### src/rtl/lsAlignPkg.sv
package lsAlignPkg;
  localparam int XLEN   = 64;
  localparam int LANES  = XLEN / 8;
  localparam int LANE_W = $clog2(LANES);

  typedef enum logic [1:0] {
    SZ_BYTE  = 2'd0,
    SZ_HALF  = 2'd1,
    SZ_WORD  = 2'd2,
    SZ_DWORD = 2'd3
  } accSize_e;

  // strobes from control to datapath
  typedef struct packed {
    accSize_e          stSize;
    logic [LANE_W-1:0] ldShift;
    accSize_e          ldSize;
    logic              ldSigned;
    logic              ldKill;
  } dpStrobes_t;
endpackage

### src/rtl/lsAlignDatapath.sv
module lsAlignDatapath
  import lsAlignPkg::*;
#(
  parameter int DISP_W = 16,
  parameter int REG_W  = 5
) (
  input  logic [REG_W-1:0]  baseIdx,
  input  logic [XLEN-1:0]   baseVal,
  input  logic [DISP_W-1:0] disp,
  input  logic [XLEN-1:0]   storeVal,
  input  logic [XLEN-1:0]   memRdata,
  input  dpStrobes_t        strobes,
  output logic [XLEN-1:0]   effAddr,
  output logic [XLEN-1:0]   memWdata,
  output logic [XLEN-1:0]   loadData
);
  logic [XLEN-1:0] baseEff;
  logic [XLEN-1:0] dispExt;
  logic [XLEN-1:0] shifted;
  logic [XLEN-1:0] extended;

  // address generation
  always_comb begin
    baseEff = (baseIdx == '0) ? '0 : baseVal;
    dispExt = {{(XLEN-DISP_W){disp[DISP_W-1]}}, disp};
    effAddr = baseEff + dispExt;
  end

  // store lane replication: lane L takes element byte (L mod width)
  for (genvar l = 0; l < LANES; l++) begin : g_lane
    localparam int HALF_SRC = l % 2;
    localparam int WORD_SRC = l % 4;
    always_comb begin
      unique case (strobes.stSize)
        SZ_BYTE:  memWdata[8*l +: 8] = storeVal[7:0];
        SZ_HALF:  memWdata[8*l +: 8] = storeVal[8*HALF_SRC +: 8];
        SZ_WORD:  memWdata[8*l +: 8] = storeVal[8*WORD_SRC +: 8];
        default:  memWdata[8*l +: 8] = storeVal[8*l +: 8];
      endcase
    end
  end

  // load lane extraction and extension
  always_comb begin
    shifted = memRdata >> {strobes.ldShift, 3'b000};
    unique case (strobes.ldSize)
      SZ_BYTE:  extended = {{(XLEN-8){strobes.ldSigned & shifted[7]}}, shifted[7:0]};
      SZ_HALF:  extended = {{(XLEN-16){strobes.ldSigned & shifted[15]}}, shifted[15:0]};
      SZ_WORD:  extended = {{(XLEN-32){strobes.ldSigned & shifted[31]}}, shifted[31:0]};
      default:  extended = shifted;
    endcase
    loadData = strobes.ldKill ? '0 : extended;
  end
endmodule

### src/rtl/lsAlignCtrl.sv
module lsAlignCtrl
  import lsAlignPkg::*;
#(
  parameter int REG_W = 5
) (
  input  logic              clk,
  input  logic              rstN,
  input  logic              reqValid,
  input  logic              reqStore,
  input  logic [1:0]        reqSize,
  input  logic              reqSigned,
  input  logic              bigEndian,
  input  logic [LANE_W-1:0] addrLow,
  input  logic [REG_W-1:0]  destIdx,
  output logic              memRead,
  output logic              memWrite,
  output logic              misalign,
  output logic [LANES-1:0]  memByteEn,
  output dpStrobes_t        strobes,
  output logic              loadValid,
  output logic              loadWe,
  output logic [REG_W-1:0]  loadDest
);
  logic [LANE_W:0]   sizeBytes;
  logic [LANE_W:0]   beShiftWide;
  logic [LANE_W-1:0] laneShift;
  logic [LANES-1:0]  baseMask;
  logic              offBad;

  logic              pendValid;
  logic [LANE_W-1:0] pendShift;
  accSize_e          pendSize;
  logic              pendSigned;
  logic [REG_W-1:0]  pendDest;

  always_comb begin
    sizeBytes   = (LANE_W+1)'(1) << reqSize;
    offBad      = |(addrLow & LANE_W'(sizeBytes - (LANE_W+1)'(1)));
    beShiftWide = (LANE_W+1)'(LANES) - {1'b0, addrLow} - sizeBytes;
    laneShift   = bigEndian ? beShiftWide[LANE_W-1:0] : addrLow;
    baseMask    = LANES'((32'd1 << sizeBytes) - 32'd1);
    misalign    = reqValid & offBad;
    memRead     = reqValid & ~reqStore & ~offBad;
    memWrite    = reqValid & reqStore & ~offBad;
    memByteEn   = memWrite ? (baseMask << laneShift) : '0;
  end

  // load context held for the return cycle
  always_ff @(posedge clk) begin
    if (!rstN) begin
      pendValid  <= 1'b0;
      pendShift  <= '0;
      pendSize   <= SZ_BYTE;
      pendSigned <= 1'b0;
      pendDest   <= '0;
    end else begin
      pendValid <= memRead;
      if (memRead) begin
        pendShift  <= laneShift;
        pendSize   <= accSize_e'(reqSize);
        pendSigned <= reqSigned;
        pendDest   <= destIdx;
      end
    end
  end

  always_comb begin
    strobes.stSize   = accSize_e'(reqSize);
    strobes.ldShift  = pendShift;
    strobes.ldSize   = pendSize;
    strobes.ldSigned = pendSigned;
    strobes.ldKill   = (pendDest == '0);
    loadValid        = pendValid;
    loadWe           = pendValid & (pendDest != '0);
    loadDest         = pendDest;
  end
endmodule

### src/rtl/lsAligner.sv
module lsAligner
  import lsAlignPkg::*;
#(
  parameter int DISP_W = 16,
  parameter int REG_W  = 5
) (
  input  logic              clk,
  input  logic              rstN,
  input  logic              reqValid,
  input  logic              reqStore,
  input  logic [1:0]        reqSize,
  input  logic              reqSigned,
  input  logic              bigEndian,
  input  logic [REG_W-1:0]  baseIdx,
  input  logic [XLEN-1:0]   baseVal,
  input  logic [DISP_W-1:0] disp,
  input  logic [REG_W-1:0]  destIdx,
  input  logic [XLEN-1:0]   storeVal,
  input  logic [XLEN-1:0]   memRdata,
  output logic [XLEN-1:0]   memAddr,
  output logic              memRead,
  output logic              memWrite,
  output logic [LANES-1:0]  memByteEn,
  output logic [XLEN-1:0]   memWdata,
  output logic              misalign,
  output logic              loadValid,
  output logic              loadWe,
  output logic [REG_W-1:0]  loadDest,
  output logic [XLEN-1:0]   loadData
);
  dpStrobes_t strobes;

  lsAlignDatapath #(.DISP_W(DISP_W), .REG_W(REG_W)) u_dp (
    .baseIdx  (baseIdx),
    .baseVal  (baseVal),
    .disp     (disp),
    .storeVal (storeVal),
    .memRdata (memRdata),
    .strobes  (strobes),
    .effAddr  (memAddr),
    .memWdata (memWdata),
    .loadData (loadData)
  );

  lsAlignCtrl #(.REG_W(REG_W)) u_ctrl (
    .clk       (clk),
    .rstN      (rstN),
    .reqValid  (reqValid),
    .reqStore  (reqStore),
    .reqSize   (reqSize),
    .reqSigned (reqSigned),
    .bigEndian (bigEndian),
    .addrLow   (memAddr[LANE_W-1:0]),
    .destIdx   (destIdx),
    .memRead   (memRead),
    .memWrite  (memWrite),
    .misalign  (misalign),
    .memByteEn (memByteEn),
    .strobes   (strobes),
    .loadValid (loadValid),
    .loadWe    (loadWe),
    .loadDest  (loadDest)
  );
endmodule

### config.mk
export PLATFORM = sky130hd
export DESIGN_NAME = lsAligner
export DESIGN_NICKNAME = d
export VERILOG_FILES = /design/src/rtl/lsAlignPkg.sv /design/src/rtl/lsAlignDatapath.sv /design/src/rtl/lsAlignCtrl.sv /design/src/rtl/lsAligner.sv
export SDC_FILE = /design/constraint.sdc
export NUM_CORES = 1
export LEC_CHECK = 0
export BUFFER_PORTS_ARGS = -buffer_cell sky130_fd_sc_hd__buf_4
export CAP_MARGIN = 25
export CORE_AREA = 4 4 169 171
export CTS_CLUSTER_DIAMETER = 100
export DETAILED_ROUTE_END_ITERATION = 16
export DIE_AREA = 0 0 173 175
export PLACE_DENSITY = 0.66
export SLEW_MARGIN = 20
export SYNTH_ARGS = -nofsm -noshare
export SYNTH_HDL_FRONTEND = slang
export SYNTH_SLANG_ARGS = --single-unit
### constraint.sdc
create_clock -name clk -period 9.6 [get_ports clk]
set_input_delay 0.48 -clock clk [delete_from_list [all_inputs] [get_ports clk]]
set_output_delay 0.48 -clock clk [all_outputs]
set_load 0.02 [all_outputs]
After elaboration in Yosys (flattened, before gate mapping) --
Cells that the tools add are included. Widths: inputs -> output; s select.
Cells by class: $add $sub $neg 5, equality and inequality tests 4, shift operators 4, muxes and demuxes 12, bitwise logic cells 12, reductions and logical operators 9
Operators with widths (count):
- $pmux 64 s3 | 1
- $mux 64 | 2
- $add 64x64->64 | 1
- $shr 64x6->64 | 1
- $pmux 8 s2 | 3
- $mux 8 | 4
- $pmux 8 s3 | 1
- $logic_not 5->1 | 2
- $and 1x1->1 | 9
- $shl 1x4->8 const A | 1
- $shl 8x3->8 | 1
- $sub 8x1->8 const B | 1
- $reduce_or 3->1 | 2
- $reduce_bool 5->1 | 1
- $eq 2x1->1 const B | 2
- $eq 2x2->1 const B | 2
- $logic_not 2->1 | 2
- $reduce_or 2->1 | 2
- $shl 1x2->4 const A | 1
- $and 3x3->3 | 1
- $mux 3 | 1
- $sub 1x3->3 const A | 1
- $sub 3x1->3 const B | 1
- $sub 3x3->3 | 1
- $not 1->1 | 2
Storage, ports and cells: register bits after elaboration 12, input bits 226, output and inout bits 210, logic and storage cells 51

Longest topological paths before layout --
Gate-level depths: netlist of run 1.
depth after elaboration 8, mapped depth 20, mapped depth without buffers 18

Hierarchy --
Synthesis of run 1 repeated with hierarchy kept, for this count alone.
Second synthesis, totals: cell total of the unflattened synthesis 1285, area total of the unflattened synthesis 8246.7 sq um
Modules (own cells, without submodules):
- lsAlignDatapath | times used 1, cells an instance 1169, area an instance 7243.2 sq um, seq. area each 0.0 sq um
- lsAlignCtrl | times used 1, cells an instance 116, area an instance 1003.5 sq um, seq. area each 240.2 sq um

Worst setup path before layout of run 1 --
No wires, ideal clock.
kind input -> output, from in baseIdx[0], to out memByteEn[6], arrival 4.466 ns, data required time 9.120 ns, setup slack 4.654 ns, stages on the path 18, buffers on the path 2, cells stage by stage or4_1 > nor2_1 > clkbuf_1 > nor2b_1 > ha_1 > inv_1 > fa_1 > inv_1 > ha_1 > inv_1 > ha_1 > xor2_1 > xnor2_1 > nand2_1 > xnor2_1 > clkbuf_1 > a211oi_1 > a211oi_1
On the way: cells in the longest elaborated chain, start to end 8, elaborated cells on any way between the ends 12, those cells by class 3 x add/sub; 1 x shift; 3 x mux; 3 x bitwise; 2 x reduce/logical
Ends and longest elaborated chain:
- from (decl) | line lsAligner.sv:14 | input logic [REG_W-1:0] baseIdx,
- $logic_not 5->1 (*) | line lsAlignDatapath.sv:24 | baseEff = (baseIdx == '0) ? '0 : baseVal;
- $mux 64 (*) | line lsAlignDatapath.sv:24
- $add 64x64->64 (*) | line lsAlignDatapath.sv:26 | effAddr = baseEff + dispExt;
- named net memAddr[1] | line lsAligner.sv:20 | output logic [XLEN-1:0] memAddr,
- $sub 1x3->3 / $and 3x3->3 (equally long branches) | line lsAlignCtrl.sv:39, lsAlignCtrl.sv:38
- $sub 3x3->3 / $reduce_or 3->1 (equally long branches) | line lsAlignCtrl.sv:39, lsAlignCtrl.sv:38
- $mux 3 / $not 1->1 (equally long branches) | line lsAlignCtrl.sv:40, lsAlignCtrl.sv:44
- $shl 8x3->8 / $and 1x1->1 (equally long branches) | line lsAlignCtrl.sv:45, lsAlignCtrl.sv:44
- $mux 8 (*) | line lsAlignCtrl.sv:45 | memByteEn = memWrite ? (baseMask << laneShift) : '0;
- to (decl) | line lsAligner.sv:23 | output logic [LANES-1:0] memByteEn,
Mark *: on every way through the listed nets, which the timed path passes. The rest lies on a longest branch.

Worst setup path in the final report of run 1 --
from in baseIdx[0], to out memByteEn[4]
On the way: cells in the longest elaborated chain, start to end 8, elaborated cells on any way between the ends 12, those cells by class 3 x add/sub; 1 x shift; 3 x mux; 3 x bitwise; 2 x reduce/logical
Ends and longest elaborated chain (line):
- $logic_not 5->1 (*) | lsAlignDatapath.sv:24
- $mux 64 (*) | lsAlignDatapath.sv:24
- $add 64x64->64 (*) | lsAlignDatapath.sv:26
- $sub 1x3->3 / $and 3x3->3 (equally long branches) | lsAlignCtrl.sv:39, lsAlignCtrl.sv:38
- $sub 3x3->3 / $reduce_or 3->1 (equally long branches) | lsAlignCtrl.sv:39, lsAlignCtrl.sv:38
- $mux 3 / $not 1->1 (equally long branches) | lsAlignCtrl.sv:40, lsAlignCtrl.sv:44
- $shl 8x3->8 / $and 1x1->1 (equally long branches) | lsAlignCtrl.sv:45, lsAlignCtrl.sv:44
- $mux 8 (*) | lsAlignCtrl.sv:45
Mark *: on every way between the ends. The rest lies on a longest branch, timed or not.

==> qor_table.md, run 1 <==
| Item | This run |
|:---|:---|
| Run status | finished clean |
| # Post-CTS Setup Buffers | 0 |
| NetSw | 0.5498 mW |
| Top-level port count | 436 |
| Total congestion overflow after global routing | 0 |
| Largest driver fanout on the critical path | 62 |
| Post-layout utilization of the core | 0.4268 |
| Maximum number of pins on one net before global-route repair | 100 |
| Hold-fix buffer count after cts | 0 |
| Remaining antenna violation count | 0 |
| Path type of the worst setup path | primary input to output pin |
| Worst path cell trace | buf_4, or4_1, nor2_4, buf_4, nor2b_1, ha_1, inv_1, fa_1, inv_1, ha_1, inv_1, ha_1, xor2_1, xnor2_1, nand2_1, xnor2_1, a21oi_1, o22a_1, nor2_1, buf_4 |
| Worst flop-to-flop path startpoint | u_ctrl.pendShift[1] |
| DRC violation count after routing | 0 |
| Yosys Warn Count | 0 |
| Area of the multi-input gates | 0.007257 mm2 |
| Fin Clk Skew | 0 ns |
| Clk Latency, worst-skew pair | 0.23 ns |
| Ranking of synthesized cells by area | sky130_fd_sc_hd__a21oi_1, sky130_fd_sc_hd__ha_1, sky130_fd_sc_hd__nor2b_1, sky130_fd_sc_hd__mux2_2, sky130_fd_sc_hd__nor2_1 |
| Mapped Nets | 1541 |
| Stage delay of the slowest cell on the critical path | 0.72 ns |
| Library cell occupying the most area in the post-synthesis netlist | sky130_fd_sc_hd__a21oi_1 |
| RSZ-0062 raised after global routing | false |
| Number of flops mapped to enable cells by yosys | 0 |
| Most frequently used flop master after synthesis | sky130_fd_sc_hd__dfxtp_1 |
| End of the critical path | memByteEn[4] |
| Library cell used as clock root buffer | sky130_fd_sc_hd__clkbuf_16 |
| HPWL Detailed | 30580 um |
| Fraction of power spent switching nets | 0.5294 |
| Worst path buffer plus inverter count | 6 |
| Level count of the clock H-tree | 1 |
| Post-route cell area | 0.01147 mm2 |
| FF/Latch Area | 244.0 um2 |
| Setup tns final | 0 ns |
| Height of the die | 175 um |
| Initial cell density of the core | 0.2976 |
| Setup slack of the most critical reg-to-reg path | 7.52 ns |
| Wire length of the first global-routing pass | 55550 um |
| Sequential share of power | 0.055 |
| TritonCTS clock tree | yes |
| Critical path launch point | baseIdx[0] |
| Final Slew Violations | 0 |
| Number of clock sinks | 12 |
| Maximum resistive drop on vdd | 0.06593 mV |
| Pwr per Cell Area | 90.55 mW/mm2 |
| Final nets | 1896 |
| Synthesized instance count | 1239 |
| Critical Path End Type | output pin |
| Classification of the worst-slack hold path | primary input to register |
| Total routing usage reported by global routing | 0.2208 |
| Total clock buffers created by CTS | 3 |
| Number of filler instances in the final layout | 2888 |
| Core area | 0.02688 mm2 |
| Startpoint type of the worst setup path | primary input |
| Rows | 60 |
| Minimum clock period | 5.539 ns |
| Post-CTS sizing | 0 |
| Width of the chip | 173 um |
| Combinational group share of total power | 0.874 |
| Clock-pin slew of the registers on the worst-case setup and hold paths | 0.04 ns |
| Most frequently used cell type in the post-synthesis netlist | sky130_fd_sc_hd__a21oi_1 |
| # setup viols final | 0 |
| Fraction of layout instances using a drive strength above 1 | 0.3260 |
| Worst slew pin tran | 0.9144 ns |
| Iteration-0 DRC count of the detailed router | 878 |
| Final Hold Vio Count | 0 |
| Cell class contributing the biggest share of worst-path delay | buffers and inverters |
| Synth-to-Final Area Change | 43.39% |
| Placement-stage cell area | 0.01139 mm2 |
| Commonest cells post-synth | sky130_fd_sc_hd__a21oi_1, sky130_fd_sc_hd__nor2_1, sky130_fd_sc_hd__nand2_1 |
| Sequential-to-total area share from yosys stat | 0.03003 |
| Highest Clock Rate | 0.1805 GHz |
| Number of cell instances on the worst register-to-register path | 4 |
| Drt pass-1 iters | 5 |
| Arr. time, crit path | 5.06 ns |
| Number of I/O port buffers | 435 |
| Worst r2r dst | u_ctrl.pendShift[1] |
| Die footprint | 0.03028 mm2 |
| Int Power | 0.4887 mW |
| Slew margin rel. | 0.3860 |
| Post-route clock period utilization | 0.5770 |
| Number of distinct library cells after synthesis | 64 |
| Share of the synthesized area in the top cell type | 0.1214 |
| Number of stages on the worst setup path | 20 |
| Number of synthesized register bits | 12 |
| Required time reported for the critical path endpoint | 9.12 ns |
| Initial antenna violation count | 3 |
| Post-synth ARST share | 0 |
| Routability congestion estimate from global placement | 0.9294 |
| Clock share of power | 0.071 |
| P_leak | 5.317 nW |
| Wirelength per Cell | 18.97 um |
| Worst-case clock buffer depth | 2 |
| Post-DR vias/cell | 5.385 |
| Maximum Capacitance Violations | 0 |
| Cell area after synthesis | 0.007999 mm2 |
| Final Routed Wirelength | 36680 um |
| Critical path's slowest cell | sky130_fd_sc_hd__xnor2_1 |
| Detailed-route via count | 10420 |
| Number of global-route vias before repair | 9919 |
| Average footprint of a synthesized cell | 6.456 um2 |
## stage by stage
| stage | hold WS, ns | worst slack [ns] | power (mW) | instances |
|---|---|---|---|---|
| final | 0.5076 | 4.061 | 1.039 | 1934 |
| after detailed placement | 0.5360 | 4.037 | 0.9575 | 1930 |
| after CTS | 0.5039 | 4.030 | 1.036 | 1933 |
| after global routing | 0.5277 | 3.721 | 1.114 | 1934 |
| after floorplan | 0.5224 | 4.654 | 0.6016 | 1239 |
| after global placement | 0.5248 | 4.124 | 0.9520 | 1929 |
## how the worst min path moves through the flow
stage                             from            endpoint  depth (start not counted)
CTS                          reqSigned   u_ctrl.pendSigned                          3
finish                       reqSigned   u_ctrl.pendSigned                          3
floorplan            u_ctrl.pendSigned   u_ctrl.pendSigned                          2
detailed placement  u_ctrl.loadDest[4]  u_ctrl.loadDest[4]                          2
global route                 reqSigned   u_ctrl.pendSigned                          3
global placement    u_ctrl.loadDest[4]  u_ctrl.loadDest[4]                          2
## sequential cells by signal, indices dropped and copies added, names as in the netlist
register and cells:
u_ctrl.pendSize 2, u_ctrl.loadValid 1, u_ctrl.loadDest 5, u_ctrl.pendShift 3, u_ctrl.pendSigned 1
## per-layer routing
metal	routed length, um	GRT usage	vias to the layer above
li1	-	-	5137
met5	27	0	-
met1	15140	0.2713	4823
met4	684	0.04190	4
met2	18590	0.4087	412
met3	2242	0.03527	39
## logic make-up after synthesis
group,after synthesis,share of synthesized area
buffers and inverters,126,0.06491
xor gates and xnor gates,63,0.06898
DFF,12,0.03003
adders and majority gates,76,0.1198
AOI/OAI and AO/OA,433,0.3291
muxes,94,0.1253
and+or+nand+nor,435,0.2618
## tightest hold or removal path, delay by kind of cell
family        cells  cell delay (ns)
mux               1             0.06
simple gates      1             0.09
buf+inv           1             0.08
## power by group through the flow
stage          logic (mW)  registers [mW]  clock network [mW]
2_1_floorplan       0.546          0.0559                   0
5_1_grt             0.978          0.0574              0.0785
4_1_cts             0.904          0.0570              0.0750
6_report            0.908          0.0570              0.0738
3_3_place_gp        0.894          0.0577                   0
3_5_place_dp        0.900          0.0578                   0
## cell type report
class,count,share of cell area
diodes,1,0.0002182
clock buffers,3,0.006545
inverters,29,0.009490
multi-input cells,1101,0.6327
flip-flops and latches,12,0.02127
well taps,341,0.03720
repair buffers,447,0.2926
## placed cells by master (no fill, tap or decap), types with 3 or more instances in the layout
master                      Yosys  final
sky130_fd_sc_hd__a211oi_1      29     29
sky130_fd_sc_hd__a31oi_1       13     13
sky130_fd_sc_hd__o21ai_1        3      3
sky130_fd_sc_hd__nand2b_1      19     19
sky130_fd_sc_hd__o221ai_1       3      3
sky130_fd_sc_hd__or2_2          4      4
sky130_fd_sc_hd__o31ai_1        4      4
sky130_fd_sc_hd__a21o_1        41     40
sky130_fd_sc_hd__nand2_1      118    118
sky130_fd_sc_hd__nor3b_1        4      4
sky130_fd_sc_hd__xnor2_1       40     40
sky130_fd_sc_hd__a22o_1         9      9
sky130_fd_sc_hd__and3_1         6      6
sky130_fd_sc_hd__buf_4          9    447
sky130_fd_sc_hd__clkbuf_16      0      3
sky130_fd_sc_hd__a21oi_1      194    194
sky130_fd_sc_hd__inv_1         28     28
sky130_fd_sc_hd__xor2_1        23     23
sky130_fd_sc_hd__mux2_2        49     49
sky130_fd_sc_hd__dfxtp_1       12      9
sky130_fd_sc_hd__o211ai_1       6      6
sky130_fd_sc_hd__mux2i_1       45     44
sky130_fd_sc_hd__o21ai_0       83     83
sky130_fd_sc_hd__nor2b_1       98     98
sky130_fd_sc_hd__a22oi_1        8      8
sky130_fd_sc_hd__nor2_1       126    124
sky130_fd_sc_hd__and2_1         6      6
sky130_fd_sc_hd__nand3_1       17     17
sky130_fd_sc_hd__nor3_1         9      9
sky130_fd_sc_hd__o21a_1         7      7
sky130_fd_sc_hd__ha_1          75     74
sky130_fd_sc_hd__dfxtp_2        0      3
sky130_fd_sc_hd__nand4_1       16     16
sky130_fd_sc_hd__or4_1          4      4
sky130_fd_sc_hd__o21bai_1       7      7
(Power assumes the default switching activity.)
==> run 2, diff against run 1 <==
Clock period 9.6 ns to 5.2 ns, I/O delays scaled along.
==> run 2 against run 1 <==
  * Combinational power grew 85%
  * Cell count grew 0.26%
  * Global-route usage is essentially flat
  * Sequential power grew 88%
  * Clock power grew 110%
  * Worst setup slack lost 3.5 ns
  * Clock skew is the same
  * Power grew 87%
  * Highest routed layer unchanged
==> qor_table.md, run 2 (synthesized netlist as in run 1, its figures left out) <==
| Item | This run |
|:---|:---|
| Top-level port count | 436 |
| Rows | 60 |
| Final nets | 1901 |
| Routability congestion estimate from global placement | 0.9452 |
| Critical Path End Type | output pin |
| Maximum Capacitance Violations | 0 |
| Final Slew Violations | 0 |
| DRC violation count after routing | 0 |
| Final Routed Wirelength | 36800 um |
| Leading cell types in the layout, fill and taps excluded | sky130_fd_sc_hd__buf_4, sky130_fd_sc_hd__a21oi_1, sky130_fd_sc_hd__nor2_1 |
| Setup tns final | 0 ns |
| Path type of the worst setup path | primary input to output pin |
| Maximum resistive drop on vdd | 0.1070 mV |
| Post-route clock period utilization | 0.8982 |
| Arr. time, crit path | 4.41 ns |
| Total clock buffers created by CTS | 3 |
| Total routing usage reported by global routing | 0.2204 |
| Number of I/O port buffers | 435 |
| Worst slew pin tran | 0.9165 ns |
| TritonCTS clock tree | yes |
| Largest driver fanout on the critical path | 62 |
| Pwr per Cell Area | 168.8 mW/mm2 |
| Iteration-0 DRC count of the detailed router | 781 |
| Post-CTS sizing | 0 |
| Core area | 0.02688 mm2 |
| Level count of the clock H-tree | 1 |
| Height of the die | 175 um |
| Final Hold Vio Count | 0 |
| Number of clock sinks | 12 |
| Synth-to-Final Area Change | 44.19% |
| Initial cell density of the core | 0.2976 |
| Combinational group share of total power | 0.865 |
| Maximum number of pins on one net before global-route repair | 99 |
| Fraction of power spent switching nets | 0.5235 |
| Fraction of layout instances using a drive strength above 1 | 0.3273 |
| Minimum clock period | 4.671 ns |
| Crit path setup slack, layout | 0.5293 ns |
| Width of the chip | 173 um |
| Placement-stage cell area | 0.01144 mm2 |
| HPWL Detailed | 30720 um |
| Total congestion overflow after global routing | 0 |
| Clock-pin slew of the registers on the worst-case setup and hold paths | 0.05 ns |
| Required time reported for the critical path endpoint | 4.94 ns |
| Library cell used as clock root buffer | sky130_fd_sc_hd__clkbuf_16 |
| Post-DR vias/cell | 5.407 |
| Worst-case clock buffer depth | 2 |
| Int Power | 0.9276 mW |
| Drt pass-1 iters | 5 |
| NetSw | 1.019 mW |
| Most common library cell in the layout ignoring fill and taps | sky130_fd_sc_hd__buf_4 |
| Die footprint | 0.03028 mm2 |
| Highest Clock Rate | 0.2141 GHz |
| Number of global-route vias before repair | 9892 |
| Antenna cell count | 0 |
| Clk Latency, worst-skew pair | 0.23 ns |
| Slew margin rel. | 0.3890 |
| Startpoint type of the worst setup path | primary input |
| Classification of the worst-slack hold path | primary input to register |
| RSZ-0062 raised after global routing | false |
| Max FFs per register | 5 |
| Fin Clk Skew | 0 ns |
| Remaining antenna violation count | 0 |
| Sequential share of power | 0.055 |
| Run status | finished clean |
| # Post-CTS Setup Buffers | 0 |
| Detailed-route via count | 10480 |
| Hold-fix buffer count after cts | 0 |
| Wire length of the first global-routing pass | 55300 um |
| Setup Slack @ Placement | 0.5966 ns |
| Clock share of power | 0.080 |
| Wirelength per Cell | 18.98 um |
| Post-route cell area | 0.01153 mm2 |
| # setup viols final | 0 |
| Initial antenna violation count | 1 |
| P_leak | 5.354 nW |
==> run 2: through the flow <==
stage | power [mW] | util | std cells | hold WS (ns)
6_report | 1.947 | 0.4291 | 1939 | 0.2840
5_1_grt | 2.084 | 0.4291 | 1939 | 0.2961
4_1_cts | 1.947 | 0.4291 | 1939 | 0.2816
3_5_place_dp | 1.782 | 0.4258 | 1935 | 0.5285
3_3_place_gp | 1.775 | 0.4250 | 1933 | 0.5247
2_1_floorplan | 1.111 | - | 1239 | 0.3882
==> run 2: power by group through the flow <==
| stage | Clock [mW] | Combinational (mW) | Sequential (mW) |
|---|---|---|---|
| floorplan | 0 | 1.01 | 0.103 |
| global placement | 0 | 1.67 | 0.108 |
| detailed placement | 0 | 1.67 | 0.108 |
| CTS | 0.158 | 1.68 | 0.107 |
| global route | 0.164 | 1.81 | 0.107 |
| finish | 0.156 | 1.68 | 0.107 |
==> run 2: worst max-delay path, cell delays in order <==
cell and delay [ns]:
sky130_fd_sc_hd__buf_4 0.11, sky130_fd_sc_hd__or4_1 0.59, sky130_fd_sc_hd__nor2_4 0.13, sky130_fd_sc_hd__buf_12 0.25, sky130_fd_sc_hd__nor2b_1 0.09, sky130_fd_sc_hd__ha_1 0.45
sky130_fd_sc_hd__nand4_1 0.18, sky130_fd_sc_hd__nor4_1 0.48, sky130_fd_sc_hd__a21oi_1 0.13, sky130_fd_sc_hd__o21ai_0 0.11, sky130_fd_sc_hd__a41oi_2 0.10, sky130_fd_sc_hd__o31a_1 0.39
sky130_fd_sc_hd__o41a_1 0.40, sky130_fd_sc_hd__o211ai_1 0.19, sky130_fd_sc_hd__a21oi_1 0.10, sky130_fd_sc_hd__xnor2_1 0.23, sky130_fd_sc_hd__buf_4 0.19
==> run 2: routing by layer <==
metal  vias to the layer above  global-route usage  part of all wire
li1                       5158                   -                 -
met1                      4879              0.2687              0.41
met2                       405              0.4126              0.51
met3                        40             0.03635             0.062
met4                         2             0.03592             0.018
met5                         -                   0           0.00054
==> run 2: worst paths after layout <==
path / from / endpoint / slack (ns) / cells past startpoint
worst min-delay path: reqSigned / u_ctrl.pendSigned / 0.28 / 3
worst max-delay path: baseIdx[0] / memAddr[60] / 0.53 / 17
worst max register to register: u_ctrl.pendShift[1] / u_ctrl.pendShift[1] / 3.03 / 4
worst min register to register: u_ctrl.loadDest[4] / u_ctrl.loadDest[4] / 0.55 / 2
==> run 2: final cells by class <==
type	count	area (um2)
Clock buffer	4	88.84
Fill cell	2871	15340
Inverter	29	108.9
Multi-Input combinational cell	1101	7252
Sequential cell	12	244.0
Tap cell	341	426.7
Timing Repair Buffer	452	3413
==> run 3, diff against run 2 <==
Settings changed: ABC_AREA set to 1, CORE_AREA 4 4 169 171 to unset, CORE_ASPECT_RATIO set to 0.9, CORE_MARGIN set to 4, CORE_UTILIZATION set to 40, DIE_AREA 0 0 173 175 to unset, PLACE_DENSITY 0.66 to 0.77.
==> run 3 against run 2 <==
  * Utilization increased by 11 points
  * Wire length up 37%
  * Synthesized cell count up 84%
  * Power grew 14%
  * Critical endpoint is now loadData[16]
  * Cell area is 21% higher
  * Critical path type is now register to output pin
  * Sequential power hardly changed
==> qor_table.md, run 3 <==
| Item | This run |
|:---|:---|
| Run status | finished clean |
| Simple-gate area share of the yosys netlist | 0.4963 |
| Max FFs per register | 5 |
| Critical Path End Type | output pin |
| Final Slew Violations | 0 |
| Maximum Capacitance Violations | 0 |
| P_leak | 9.043 nW |
| Setup Slack @ Placement | 1.515 ns |
| # Post-CTS Setup Buffers | 0 |
| Final Routed Wirelength | 50420 um |
| RSZ-0062 raised after global routing | false |
| XOR/XNOR Fraction of Synth Area | 0.02997 |
| Post-route clock period utilization | 0.7529 |
| Clk Latency, worst-skew pair | 0.24 ns |
| Cell area after synthesis | 0.01052 mm2 |
| Maximum number of pins on one net before global-route repair | 66 |
| Core area | 0.02599 mm2 |
| Number of clock sinks | 12 |
| Hold-fix buffer count after cts | 0 |
| Ranking of synthesized cells by area | sky130_fd_sc_hd__nand2_1, sky130_fd_sc_hd__inv_1, sky130_fd_sc_hd__ha_1, sky130_fd_sc_hd__nor2_1, sky130_fd_sc_hd__o21ai_0 |
| Total congestion overflow after global routing | 0 |
| Level count of the clock H-tree | 1 |
| Arr. time, crit path | 3.65 ns |
| Top-level port count | 436 |
| Height of the die | 161.9 um |
| Slew margin rel. | 0.3491 |
| HPWL Detailed | 42720 um |
| Iteration-0 DRC count of the detailed router | 1746 |
| Total routing usage reported by global routing | 0.3250 |
| Synth-to-Final Area Change | 33.03% |
| Most frequently used flop master after synthesis | sky130_fd_sc_hd__dfxtp_1 |
| Post-synthesis compound-gate area fraction | 0.1490 |
| Mapped Nets | 2586 |
| Most frequently used cell type in the post-synthesis netlist | sky130_fd_sc_hd__nand2_1 |
| Path type of the worst setup path | register to output pin |
| Initial antenna violation count | 1 |
| Wire length of the first global-routing pass | 75550 um |
| Classification of the worst-slack hold path | primary input to register |
| Drt pass-1 iters | 6 |
| TritonCTS clock tree | yes |
| DRC violation count after routing | 0 |
| Startpoint type of the worst setup path | register |
| Number of flops mapped to enable cells by yosys | 0 |
| Number of I/O port buffers | 435 |
| Synthesized instance count | 2284 |
| Final Hold Vio Count | 0 |
| Most common library cell in the layout ignoring fill and taps | sky130_fd_sc_hd__nand2_1 |
| Rows | 56 |
| Post-CTS sizing | 0 |
| Initial cell density of the core | 0.4047 |
| Post-DR vias/cell | 5.165 |
| Largest family of logic cells by synthesized area | simple AND/OR/NAND/NOR gates |
| Remaining antenna violation count | 0 |
| Required time reported for the critical path endpoint | 4.94 ns |
| Wirelength per Cell | 16.81 um |
| Number of distinct library cells after synthesis | 40 |
| Pwr per Cell Area | 159.1 mW/mm2 |
| Library cell occupying the most area in the post-synthesis netlist | sky130_fd_sc_hd__nand2_1 |
| Width of the chip | 178.9 um |
| Routability congestion estimate from global placement | 1.016 |
| Number of global-route vias before repair | 14080 |
| Average footprint of a synthesized cell | 4.606 um2 |
| Clock-pin slew of the registers on the worst-case setup and hold paths | 0.05 ns |
| Final nets | 2954 |
| Synth Area in Adders | 0.09110 |
| Share of the synthesized area in the top cell type | 0.3425 |
| Worst slew pin tran | 0.9749 ns |
| Setup tns final | 0 ns |
| Total clock buffers created by CTS | 3 |
| Library cell used as clock root buffer | sky130_fd_sc_hd__clkbuf_16 |
| Commonest cells post-synth | sky130_fd_sc_hd__nand2_1, sky130_fd_sc_hd__inv_1, sky130_fd_sc_hd__nor2_1 |
| Leading cell types in the layout, fill and taps excluded | sky130_fd_sc_hd__nand2_1, sky130_fd_sc_hd__inv_1, sky130_fd_sc_hd__buf_4 |
| Maximum resistive drop on vdd | 0.1190 mV |
| Post-synthesis mux area share | 0.009515 |
| Fin Clk Skew | 0 ns |
| Minimum clock period | 3.915 ns |
| Largest driver fanout on the critical path | 64 |
| Die footprint | 0.02896 mm2 |
| Number of synthesized register bits | 12 |
| Post-synth ARST share | 0 |
| # setup viols final | 0 |
| Highest Clock Rate | 0.2554 GHz |
| Sequential-to-total area share from yosys stat | 0.02284 |
| Crit path setup slack, layout | 1.285 ns |
| Yosys Warn Count | 0 |
| Detailed-route via count | 15490 |
| Fraction of layout instances using a drive strength above 1 | 0.1777 |
| Worst-case clock buffer depth | 2 |
[run 3: layer usage]
metal  GRT usage  up-vias  part of all wire
met4      0.1081        0             0.039
met5           0        -                 0
met3     0.04585       99             0.094
met1      0.4495     6911              0.43
li1            -     7684                 -
met2      0.5181      800              0.43
[run 3: worst max-delay path, stage by stage (launching register included)]
cell and delay (ns):
sky130_fd_sc_hd__dfxtp_1 0.30, sky130_fd_sc_hd__buf_4 0.46, sky130_fd_sc_hd__inv_2 0.54, sky130_fd_sc_hd__nand2_1 0.27
sky130_fd_sc_hd__nand3_2 0.10, sky130_fd_sc_hd__nand2_2 0.11, sky130_fd_sc_hd__nand2_4 0.12, sky130_fd_sc_hd__nand2_2 0.48
sky130_fd_sc_hd__inv_1 0.38, sky130_fd_sc_hd__nand2_1 0.14, sky130_fd_sc_hd__nand2_1 0.08, sky130_fd_sc_hd__inv_1 0.20
sky130_fd_sc_hd__buf_4 0.19
[run 3: power by group]
part           internal [mW]  switching [mW]
sequential            0.0990         0.00605
combinational          0.697            1.26
clock                  0.116          0.0436
[run 3: logic make-up (layout without fill, tap and decap cells)]
| logic type | Yosys count | after routing |
|---|---|---|
| AO/OA/AOI/OAI | 287 | 287 |
| XOR/XNOR | 36 | 36 |
| adder cells (fa/ha/maj) | 76 | 76 |
| buffers and inverters | 536 | 903 |
| flip-flops | 12 | 12 |
| multiplexers | 10 | 10 |
| other | 0 | 1 |
| AND/OR/NAND/NOR | 1327 | 1327 |
[run 3: through the flow]
stage	total power, mW	cell area, um2	std cells	hold slack [ns]	utilization
floorplan	1.254	10520	2284	0.3949	-
global placement	2.015	13880	2994	0.4674	0.5338
detailed placement	2.027	13900	2995	0.4708	0.5348
CTS	2.196	13990	2999	0.2521	0.5383
global route	2.399	13990	3000	0.2757	0.5384
finish	2.226	13990	3000	0.2537	0.5384
[run 3: path summary, 6_finish.rpt]
check / slack [ns] / to / from / depth (start not counted)
max: 1.29 / loadData[16] / u_ctrl.pendShift[1] / 12
min: 0.25 / u_ctrl.loadDest[0] / destIdx[0] / 3
max reg2reg: 3.46 / u_ctrl.pendShift[1] / u_ctrl.pendShift[1] / 3
min reg2reg: 0.48 / u_ctrl.loadDest[2] / u_ctrl.loadDest[2] / 2
[run 3: layout make-up]
class                      instances  area (um2)
sequential                        12       241.5
clock buffer                       4       88.84
tap                              348       435.4
fill                            2892       12000
timing repair buffer             444        3353
multi-input combinational       1736        8165
inverter                         455        1708
antenna                            1       2.502
